File: src/rtl/gpx_pkg.sv
package gpx_pkg;

    localparam int PORT_BITS = 8;
    localparam int AI_BIT    = 7;
    localparam int EXT_BIT   = 6;

    typedef enum logic [3:0] {
        K_NONE, K_IN, K_OUT, K_POL, K_DIR,
        K_LATCH, K_PEN, K_PSEL, K_MASK, K_STAT
    } reg_kind_e;

    typedef struct packed {
        logic [PORT_BITS-1:0] outv;
        logic [PORT_BITS-1:0] pol;
        logic [PORT_BITS-1:0] dir;
        logic [PORT_BITS-1:0] latch;
        logic [PORT_BITS-1:0] pen;
        logic [PORT_BITS-1:0] psel;
        logic [PORT_BITS-1:0] mask;
    } port_cfg_t;

    localparam port_cfg_t CFG_RESET = '{
        outv:  8'hFF, pol:  8'h00, dir:  8'hFF, latch: 8'h00,
        pen:   8'h00, psel: 8'h00, mask: 8'hFF
    };

    typedef struct packed {
        reg_kind_e  kind;
        logic [2:0] port;
        logic       rd_ok;
        logic       wr_ok;
    } dec_t;

    // Bit length of (ports-1): the log2 of the group stride.
    function automatic int stride_shift(input int ports);
        int n;
        n = 0;
        for (int i = 0; i < 8; i++)
            if (((ports - 1) >> i) != 0) n = i + 1;
        return n;
    endfunction

    function automatic reg_kind_e group_kind(input logic ext, input logic [5:0] grp);
        reg_kind_e k;
        k = K_NONE;
        if (!ext) begin
            case (grp)
                6'd0: k = K_IN;
                6'd1: k = K_OUT;
                6'd2: k = K_POL;
                6'd3: k = K_DIR;
                default: k = K_NONE;
            endcase
        end else begin
            case (grp)
                6'd2: k = K_LATCH;
                6'd3: k = K_PEN;
                6'd4: k = K_PSEL;
                6'd5: k = K_MASK;
                6'd6: k = K_STAT;
                default: k = K_NONE;
            endcase
        end
        return k;
    endfunction

endpackage

File: src/rtl/gpx_addr_decode.sv
module gpx_addr_decode
    import gpx_pkg::*;
#(
    parameter int NUM_PORTS = 2
) (
    input  logic [7:0] addr,
    output dec_t       dec
);
    localparam int SHIFT = stride_shift(NUM_PORTS);

    logic [5:0] low;
    logic [5:0] grp;
    logic [5:0] prt;
    logic       in_range;
    reg_kind_e  kind;

    always_comb begin
        low      = addr[5:0];
        grp      = low >> SHIFT;
        prt      = low & ((6'd1 << SHIFT) - 6'd1);
        in_range = prt < 6'(NUM_PORTS);
        kind     = group_kind(addr[EXT_BIT], grp);
        dec.kind  = kind;
        dec.port  = prt[2:0];
        dec.rd_ok = in_range && (kind != K_NONE);
        dec.wr_ok = in_range && (kind != K_NONE) && (kind != K_IN) && (kind != K_STAT);
    end

endmodule

File: src/rtl/gpx_pad_sync.sv
module gpx_pad_sync #(
    parameter int WIDTH = 16
) (
    input  logic             clk,
    input  logic             rst,
    input  logic [WIDTH-1:0] d,
    output logic [WIDTH-1:0] q
);
    logic [WIDTH-1:0] meta;

    always_ff @(posedge clk) begin
        if (rst) begin
            meta <= '0;
            q    <= '0;
        end else begin
            meta <= d;
            q    <= meta;
        end
    end

endmodule

File: src/rtl/gpx_port_regs.sv
module gpx_port_regs
    import gpx_pkg::*;
(
    input  logic                 clk,
    input  logic                 rst,
    input  logic [PORT_BITS-1:0] pad_sync,
    input  logic                 we,
    input  reg_kind_e            kind,
    input  logic [PORT_BITS-1:0] wdata,
    input  logic                 in_rd,
    output port_cfg_t            cfg,
    output logic [PORT_BITS-1:0] in_val,
    output logic [PORT_BITS-1:0] stat
);
    logic [PORT_BITS-1:0] live;
    logic [PORT_BITS-1:0] snap;
    logic [PORT_BITS-1:0] held_v;
    logic [PORT_BITS-1:0] held_d;
    logic [PORT_BITS-1:0] chg;
    logic [PORT_BITS-1:0] grab;

    always_comb begin
        live   = pad_sync ^ cfg.pol;
        chg    = live ^ snap;
        grab   = cfg.latch & chg & ~held_v;
        in_val = (held_v & held_d) | (~held_v & live);
    end

    always_ff @(posedge clk) begin
        if (rst) begin
            cfg <= CFG_RESET;
        end else if (we) begin
            case (kind)
                K_OUT:   cfg.outv  <= wdata;
                K_POL:   cfg.pol   <= wdata;
                K_DIR:   cfg.dir   <= wdata;
                K_LATCH: cfg.latch <= wdata;
                K_PEN:   cfg.pen   <= wdata;
                K_PSEL:  cfg.psel  <= wdata;
                K_MASK:  cfg.mask  <= wdata;
                default: ;
            endcase
        end
    end

    always_ff @(posedge clk) begin
        if (rst) begin
            snap   <= '0;
            held_v <= '0;
            held_d <= '0;
            stat   <= '0;
        end else if (in_rd) begin
            snap   <= live;
            held_v <= '0;
            stat   <= '0;
        end else begin
            held_v <= held_v | grab;
            held_d <= (held_d & ~grab) | (live & grab);
            stat   <= stat | (chg & cfg.dir & ~cfg.mask);
        end
    end

endmodule

File: src/rtl/gpx_regfile.sv
module gpx_regfile
    import gpx_pkg::*;
#(
    parameter int NUM_PORTS = 2,
    localparam int PINS = NUM_PORTS * PORT_BITS
) (
    input  logic            clk,
    input  logic            rst,
    input  logic            cmd_valid,
    input  logic [7:0]      cmd_addr,
    input  logic            wr_valid,
    input  logic [7:0]      wr_data,
    input  logic            rd_req,
    output logic            rd_valid,
    output logic [7:0]      rd_data,
    output logic            err,
    input  logic [PINS-1:0] pad_in,
    output logic [PINS-1:0] pad_oe,
    output logic [PINS-1:0] pad_out,
    output logic [PINS-1:0] pull_en,
    output logic [PINS-1:0] pull_sel
);
    logic [7:0]      ptr;
    dec_t            dec;
    logic            beat, do_wr, do_rd;
    logic [PINS-1:0] pad_s;
    logic [7:0]      rd_val;

    port_cfg_t       cfg_a  [NUM_PORTS];
    logic [7:0]      inv_a  [NUM_PORTS];
    logic [7:0]      stat_a [NUM_PORTS];

    gpx_addr_decode #(.NUM_PORTS(NUM_PORTS)) u_dec (.addr(ptr), .dec(dec));

    gpx_pad_sync #(.WIDTH(PINS)) u_sync (.clk(clk), .rst(rst), .d(pad_in), .q(pad_s));

    assign beat  = !cmd_valid && (wr_valid || rd_req);
    assign do_wr = beat && wr_valid;
    assign do_rd = beat && !wr_valid;

    for (genvar p = 0; p < NUM_PORTS; p++) begin : g_port
        logic sel;
        assign sel = (dec.port == 3'(p));
        gpx_port_regs u_port (
            .clk      (clk),
            .rst      (rst),
            .pad_sync (pad_s[p*PORT_BITS +: PORT_BITS]),
            .we       (do_wr && dec.wr_ok && sel),
            .kind     (dec.kind),
            .wdata    (wr_data),
            .in_rd    (do_rd && dec.rd_ok && sel && (dec.kind == K_IN)),
            .cfg      (cfg_a[p]),
            .in_val   (inv_a[p]),
            .stat     (stat_a[p])
        );
        assign pad_oe  [p*PORT_BITS +: PORT_BITS] = ~cfg_a[p].dir;
        assign pad_out [p*PORT_BITS +: PORT_BITS] = cfg_a[p].outv;
        assign pull_en [p*PORT_BITS +: PORT_BITS] = cfg_a[p].pen;
        assign pull_sel[p*PORT_BITS +: PORT_BITS] = cfg_a[p].psel;
    end

    always_comb begin
        rd_val = 8'h00;
        for (int p = 0; p < NUM_PORTS; p++) begin
            if (dec.rd_ok && dec.port == 3'(p)) begin
                case (dec.kind)
                    K_IN:    rd_val = inv_a[p];
                    K_OUT:   rd_val = cfg_a[p].outv;
                    K_POL:   rd_val = cfg_a[p].pol;
                    K_DIR:   rd_val = cfg_a[p].dir;
                    K_LATCH: rd_val = cfg_a[p].latch;
                    K_PEN:   rd_val = cfg_a[p].pen;
                    K_PSEL:  rd_val = cfg_a[p].psel;
                    K_MASK:  rd_val = cfg_a[p].mask;
                    K_STAT:  rd_val = stat_a[p];
                    default: rd_val = 8'h00;
                endcase
            end
        end
    end

    always_ff @(posedge clk) begin
        if (rst) begin
            ptr      <= 8'h00;
            rd_valid <= 1'b0;
            rd_data  <= 8'h00;
            err      <= 1'b0;
        end else begin
            if (cmd_valid)
                ptr <= cmd_addr;
            else if (beat && ptr[AI_BIT])
                ptr[5:0] <= ptr[5:0] + 6'd1;
            rd_valid <= do_rd;
            rd_data  <= do_rd ? rd_val : 8'h00;
            err      <= (do_wr && !dec.wr_ok) || (do_rd && !dec.rd_ok);
        end
    end

endmodule

File: config.mk
export PLATFORM = sky130hd
export DESIGN_NAME = gpx_regfile
export DESIGN_NICKNAME = d
export VERILOG_FILES = /design/src/rtl/gpx_pkg.sv /design/src/rtl/gpx_addr_decode.sv /design/src/rtl/gpx_pad_sync.sv /design/src/rtl/gpx_port_regs.sv /design/src/rtl/gpx_regfile.sv
export SDC_FILE = /design/constraint.sdc
export NUM_CORES = 1
export LEC_CHECK = 0
export ABC_AREA = 0
export BUFFER_PORTS_ARGS = -buffer_cell sky130_fd_sc_hd__buf_2
export CAP_MARGIN = 20
export CORE_ASPECT_RATIO = 1.25
export CORE_UTILIZATION = 59
export DETAILED_ROUTE_END_ITERATION = 8
export GPL_TIMING_DRIVEN = 0
export PLACE_DENSITY_LB_ADDON = 0.12
export RECOVER_POWER = 50
export SLEW_MARGIN = 20
export SYNTH_ARGS = -nofsm -noshare
export SYNTH_HDL_FRONTEND = slang
export SYNTH_SLANG_ARGS = --single-unit
File: constraint.sdc
create_clock -name clk -period 2.51 [get_ports clk]
set_clock_uncertainty 0.15 [all_clocks]
set_input_delay 0.251 -clock clk [delete_from_list [all_inputs] [get_ports clk]]
set_output_delay 0.251 -clock clk [all_outputs]
set_load 0.03 [all_outputs]
* After elaboration in Yosys (flattened, before gate mapping)
Cells that the tools add are included.
** Word-level totals
- Output and inout port bits :: 74
- Word-level logic and storage cells :: 140
- Flip-flop bits (word level) :: 226
- Bits of input ports :: 37
** Cells by class
- Multiplexer cells :: 9
- $lt $le $gt $ge :: 1
- Reductions and logical operators :: 46
- Bitwise logic cells :: 37
- Eq/ne operators :: 17
- $add $sub $neg :: 1
** Operator list (number)
- $pmux W8 S9 :: 2
- $and A8 B8 Y8 :: 16
- $not A8 Y8 :: 8
- $or A8 B8 Y8 :: 8
- $xor A8 B8 Y8 :: 4
- $reduce_and A2 Y1 :: 14
- $pmux W4 S5 :: 1
- $logic_and A1 B1 Y1 :: 19
- $eq A4 B3 Y1 const B :: 4
- $mux W8 :: 2
- $eq A5 B3 Y1 const B :: 3
- $mux W6 :: 2
- $pmux W3 S4 :: 1
- $eq A5 B2 Y1 const B :: 2
- $eq A4 B2 Y1 const B :: 2
- $eq A4 B4 Y1 const B :: 2
- $add A6 B1 Y6 const B :: 1
- $logic_not A6 Y1 :: 1
- $reduce_or A2 Y1 :: 3
- $eq A5 B1 Y1 const B :: 1
- $eq A4 B1 Y1 const B :: 1
- $logic_not A1 Y1 :: 4
- $mux W4 :: 1
- $ne A4 B1 Y1 const B :: 1
- 7 further kinds :: 8

* Longest topological paths before layout
- Depth after elaboration :: 10
- Mapped depth :: 9
- Depth with buffers taken out :: 5

* Hierarchy
A second synthesis with hierarchy kept.
** Second synthesis, totals
- Cell total of the unflattened synthesis :: 1180
- Area, all modules :: 10671.5 um2
** By module, submodules not included
- gpx_port_regs :: sequential area each 1761.7 um2, times used 2, area an instance 3727.3 um2, cells an instance 412
- gpx_regfile :: sequential area each 360.3 um2, times used 1, area an instance 2172.1 um2, cells an instance 259
- gpx_pad_sync :: sequential area each 640.6 um2, times used 1, area an instance 863.3 um2, cells an instance 67
- gpx_addr_decode :: sequential area each 0.0 um2, times used 1, area an instance 181.4 um2, cells an instance 30

* Least setup slack after synthesis
OpenSTA, ideal clock, no wires.
- Path kind :: register to register
- Start :: register ptr[1]
- End :: register g_port[1].u_port.snap[2]
- Arrival :: 1654 ps
- Setup slack :: 578 ps
- Stages on the path, launching flop included :: 7
- Required time :: 2232 ps
- Buffers on the path :: 2
- Library setup time :: 128 ps
- Period minus slack after synthesis :: 1932 ps
- Cells stage by stage :: dfxtp_1 > or4_4 > nor4_2 > buf_4 > buf_6 > mux2i_1 > nor2_1
** Between the ends
- Cells in the longest elaborated chain, start to end :: 8
- Elaborated cells on any way between the ends :: 16
- Those cells by class :: eq/ne: 7; mux: 3; reduce/logical: 6
** Ends and longest elaborated chain
- from (decl) :: RTL line gpx_regfile.sv:23 : logic [7:0] ptr;
- from (signal assigned) :: RTL line gpx_regfile.sv:90 : ptr <= cmd_addr;
- from (signal assigned) :: RTL line gpx_regfile.sv:92 : ptr[5:0] <= ptr[5:0] + 6'd1;
- $eq A5 B3 Y1, or another cell as far along :: RTL line gpx_pkg.sv:55 : case (grp)
- $pmux W4 S5 or $pmux W3 S4 (tied branches) :: RTL line gpx_pkg.sv:55, gpx_pkg.sv:47
- $mux W4 (*) :: RTL line gpx_pkg.sv:46 : if (!ext) begin
- $reduce_bool A4 Y1 :: RTL line gpx_addr_decode.sv:25 : dec.rd_ok = in_range && (kind != K_NONE);
- $logic_and A1 B1 Y1 :: RTL line gpx_addr_decode.sv:25
- $logic_and A1 B1 Y1 (2 in a row) :: RTL line gpx_regfile.sv:51 : .in_rd (do_rd && dec.rd_ok && sel && (dec.kind == K_IN)),
- $logic_and A1 B1 Y1 (*) :: RTL line gpx_regfile.sv:51
- to (signal assigned) :: RTL line gpx_port_regs.sv:53 : snap <= live;
- to (decl) :: RTL line gpx_port_regs.sv:16 : logic [PORT_BITS-1:0] snap;
Every way passes the cells marked *; elsewhere a longest branch is shown, timed or not.
A chain may end at the register's enable or synchronous reset.

* Worst setup path in the final report
- Start :: register ptr[5]
- End :: register rd_data[4]
** Between the ends
- Cells in the longest elaborated chain, start to end :: 8
- Elaborated cells on any way between the ends :: 27
- Those cells by class :: eq/ne: 15; mux: 7; reduce/logical: 5
** Ends and longest elaborated chain
- $eq A5 B3 Y1, or another cell as far along :: RTL line gpx_pkg.sv:55
- $pmux W4 S5 or $pmux W3 S4 (tied branches) :: RTL line gpx_pkg.sv:55, gpx_pkg.sv:47
- $mux W4 (*) :: RTL line gpx_pkg.sv:46
- parallel branches: the longest is 4 deep, another holds $pmux W8 S9
- $mux W8 (*) :: RTL line gpx_regfile.sv:65 : if (dec.rd_ok && dec.port == 3'(p)) begin
- to (signal assigned) :: RTL line gpx_regfile.sv:94 : rd_data <= do_rd ? rd_val : 8'h00;
- to (decl) :: RTL line gpx_regfile.sv:15 : output logic [7:0] rd_data,
Every way passes the cells marked *.

==> impl_metrics.env <==
export IMPL_outcome="complete, no violations"
export IMPL_nNetsFinal=1344
export IMPL_relSlewSlack=0.400
export IMPL_synthTopCellsByCount="dfxtp_1, nand2_1, nor2_1"
export IMPL_ys_seq_area_frac=0.451
export IMPL_grt_use_total=0.359
export IMPL_drc=0
export IMPL_synth_area_leaders="dfxtp_1, mux2i_1, nand2_1"
export IMPL_synth_cell_types=60
export IMPL_yosysWarningCount=0
export IMPL_rsz0062_at_grt="no"
export IMPL_yosysMostFrequentCell="dfxtp_1"
export IMPL_die_area_mm2=0.0175
export IMPL_io_buffers=110
export IMPL_fin_cells=1536
export IMPL_overflow=0
export IMPL_htree_levels=1
export IMPL_crit_path_frequent_cell="buf_2"
export IMPL_cts_tree="built"
export IMPL_dp_worst_setup_slack_ns=-0.253
export IMPL_die_w_um=119
export IMPL_period_share=0.996
export IMPL_cp_slowest_cell="a2111oi_2"
export IMPL_maxCapViolations=0
export IMPL_power_density_mw_per_mm2=641
export IMPL_path_cells="buf_2 > nor2b_1 > buf_2 > and3_1 > buf_2 > a22o_1 > a2111oi_2 > o22ai_1"
export IMPL_clkTransAtPathRegs_ns=0.06
export IMPL_final_area_mm2=0.0119
export IMPL_ioPinCount=111
export IMPL_antennaDiodeCount=0
export IMPL_synthesis_nets=1172
export IMPL_setup_viol=0
export IMPL_hold_viol=0
export IMPL_wl_um=31800
export IMPL_tightest_slew_ns=0.900
export IMPL_drt_wirelength_per_cell_um=20.7
export IMPL_worst_hold_slack_ns=0.0220
export IMPL_leakage_nw=4.77
export IMPL_start_util=0.611
export IMPL_critPathKind="reg -> reg"
export IMPL_syn2layout_area_growth_pct=18.5
export IMPL_worst_ep_required_time_ns=2.72
export IMPL_grt_max_degree=17
export IMPL_firstDrtPassIters=5
export IMPL_avgSynthCellArea_um2=8.84
export IMPL_fillers=1370
export IMPL_syn_inst=1134
export IMPL_hp_class="in -> reg"
export IMPL_worst_ep_arrival_time_ns=2.71
export IMPL_gp_congestion=0.952
export IMPL_vias=9203
export IMPL_synth_top_area_frac=0.451
export IMPL_grt_pass1_vias=8587
export IMPL_viasPerCell=5.99
export IMPL_clkLatencyLatePin_ns=0.52
export IMPL_place_area_mm2=0.0108
export IMPL_synth_flop_cell="dfxtp_1"
export IMPL_synthArstFlopShare=0
export IMPL_num_rows=52
export IMPL_dp_hpwl_um=22700
export IMPL_grt_first_pass_wirelength_um=48000
export IMPL_drive_above_1_share=0.135
export IMPL_fmax_mhz=400
export IMPL_dpl_cell_count=1460
export IMPL_first_iter_violations=1085
export IMPL_synth_edff_count=0
export IMPL_cp_slowest_stage_delay_ns=0.38
export IMPL_power_mw=7.62
export IMPL_core_area_mm2=0.0164
export IMPL_critPathCaptureType="flop"
export IMPL_fp_dieH_um=148
export IMPL_fin_util=0.725
export IMPL_min_period_ns=2.50
export IMPL_netlist_area_mm2=0.0100
export IMPL_drv_slew=0
export IMPL_max_vdd_ir_drop_mv=0.599
export IMPL_worstSetupStartpointType="flop"
export IMPL_ant_nets=0
export IMPL_numCtsBuffers=22
export IMPL_synth_top_cell_by_area="dfxtp_1"
export IMPL_antenna_found_initial=0
export IMPL_ys_seq_elements=226
export IMPL_critPathMaxFanout=10
export IMPL_setup_ws_ns=0.00969
export IMPL_finalSetupTns_ns=0
export IMPL_root_buffer="clkbuf_16"
export IMPL_clock_path_buffers=3
export IMPL_clock_sinks=226
==> critical path: cells and delay by family (launching register included) <==
family	cells	cell delay, ns
DFF	1	0.33
AOI/OAI and AO/OA	3	0.84
buffers and inverters	3	0.70
and+or+nand+nor	2	0.34
==> layout by cell type (no fill, tap or decap), types with 35 or more instances in the layout <==
master         Yosys  final
clkbuf_1          37    119
nand3_1           60     60
dlygate4sd3_1      0     35
mux2i_1           75     75
buf_2             27     60
nand2_1          151    151
buf_4             52     54
nor2b_1           37     37
dfxtp_1          226    226
a21oi_1           60     60
nor2_1           114    113
==> layout make-up <==
cell class | count | area, µm² | area share
plain buffers | 124 | 714 | 0.0601
clock buffers | 28 | 594 | 0.0500
clock inverters | 10 | 118 | 0.00990
inverters | 35 | 131 | 0.0111
multi-input cells | 749 | 4700 | 0.396
flip-flops and latches | 226 | 4520 | 0.381
well taps | 216 | 270 | 0.0227
repair buffers | 148 | 830 | 0.0698
==> where the power goes <==
part,switching (mW),leakage [nW],internal [mW],total [mW]
registers,0.0261,1.83,3.63,3.65
clock network,1.45,0.334,1.89,3.34
logic,0.403,2.61,0.224,0.626
==> what timing repair did <==
action                     4_1_cts  5_1_grt
gates resized for setup          8       11
hold buffers                    35        0
gates cloned                     0        0
hold endpoints to repair        57        0
pin swaps                        0        2
setup endpoints to repair       13       74
buffers inserted                 0        3
==> metal layers <==
metal	vias up	routed length, µm	track usage
met5	-	0	0
met4	0	1700	0.184
met3	126	3470	0.0694
met2	577	14400	0.577
met1	4294	12200	0.459
li1	4206	-	-
==> cell families (layout without fill, tap and decap cells) <==
logic type      Yosys count  in the layout  synth area share
flops                   226            226             0.451
buf+inv                 159            345            0.0839
mux                      87             87            0.0884
fa+ha+maj                 1              1           0.00125
compound gates          185            185             0.126
simple gates            439            439             0.217
xor+xnor                 37             37            0.0323
==> flip-flops by register name, indices dropped and copies added (netlist names), named ones only <==
name	count
g_port.u_port.cfg	112
g_port.u_port.held_v	16
g_port.u_port.snap	16
g_port.u_port.stat	16
u_sync.meta	16
u_sync.q	16
ptr	8
rd_data	8
err	1
rd_valid	1
==> worst paths after layout <==
path / startpoint / to / slack (ns) / cells after the start
min reg2reg: u_sync.meta[8] / u_sync.q[8] / 0.28 / 1
max reg2reg: ptr[5] / rd_data[4] / 0.01 / 8
min: cmd_valid / ptr[0] / 0.02 / 4
max: ptr[5] / rd_data[4] / 0.01 / 8
Note: power is estimated with default switching activity, not from simulation.
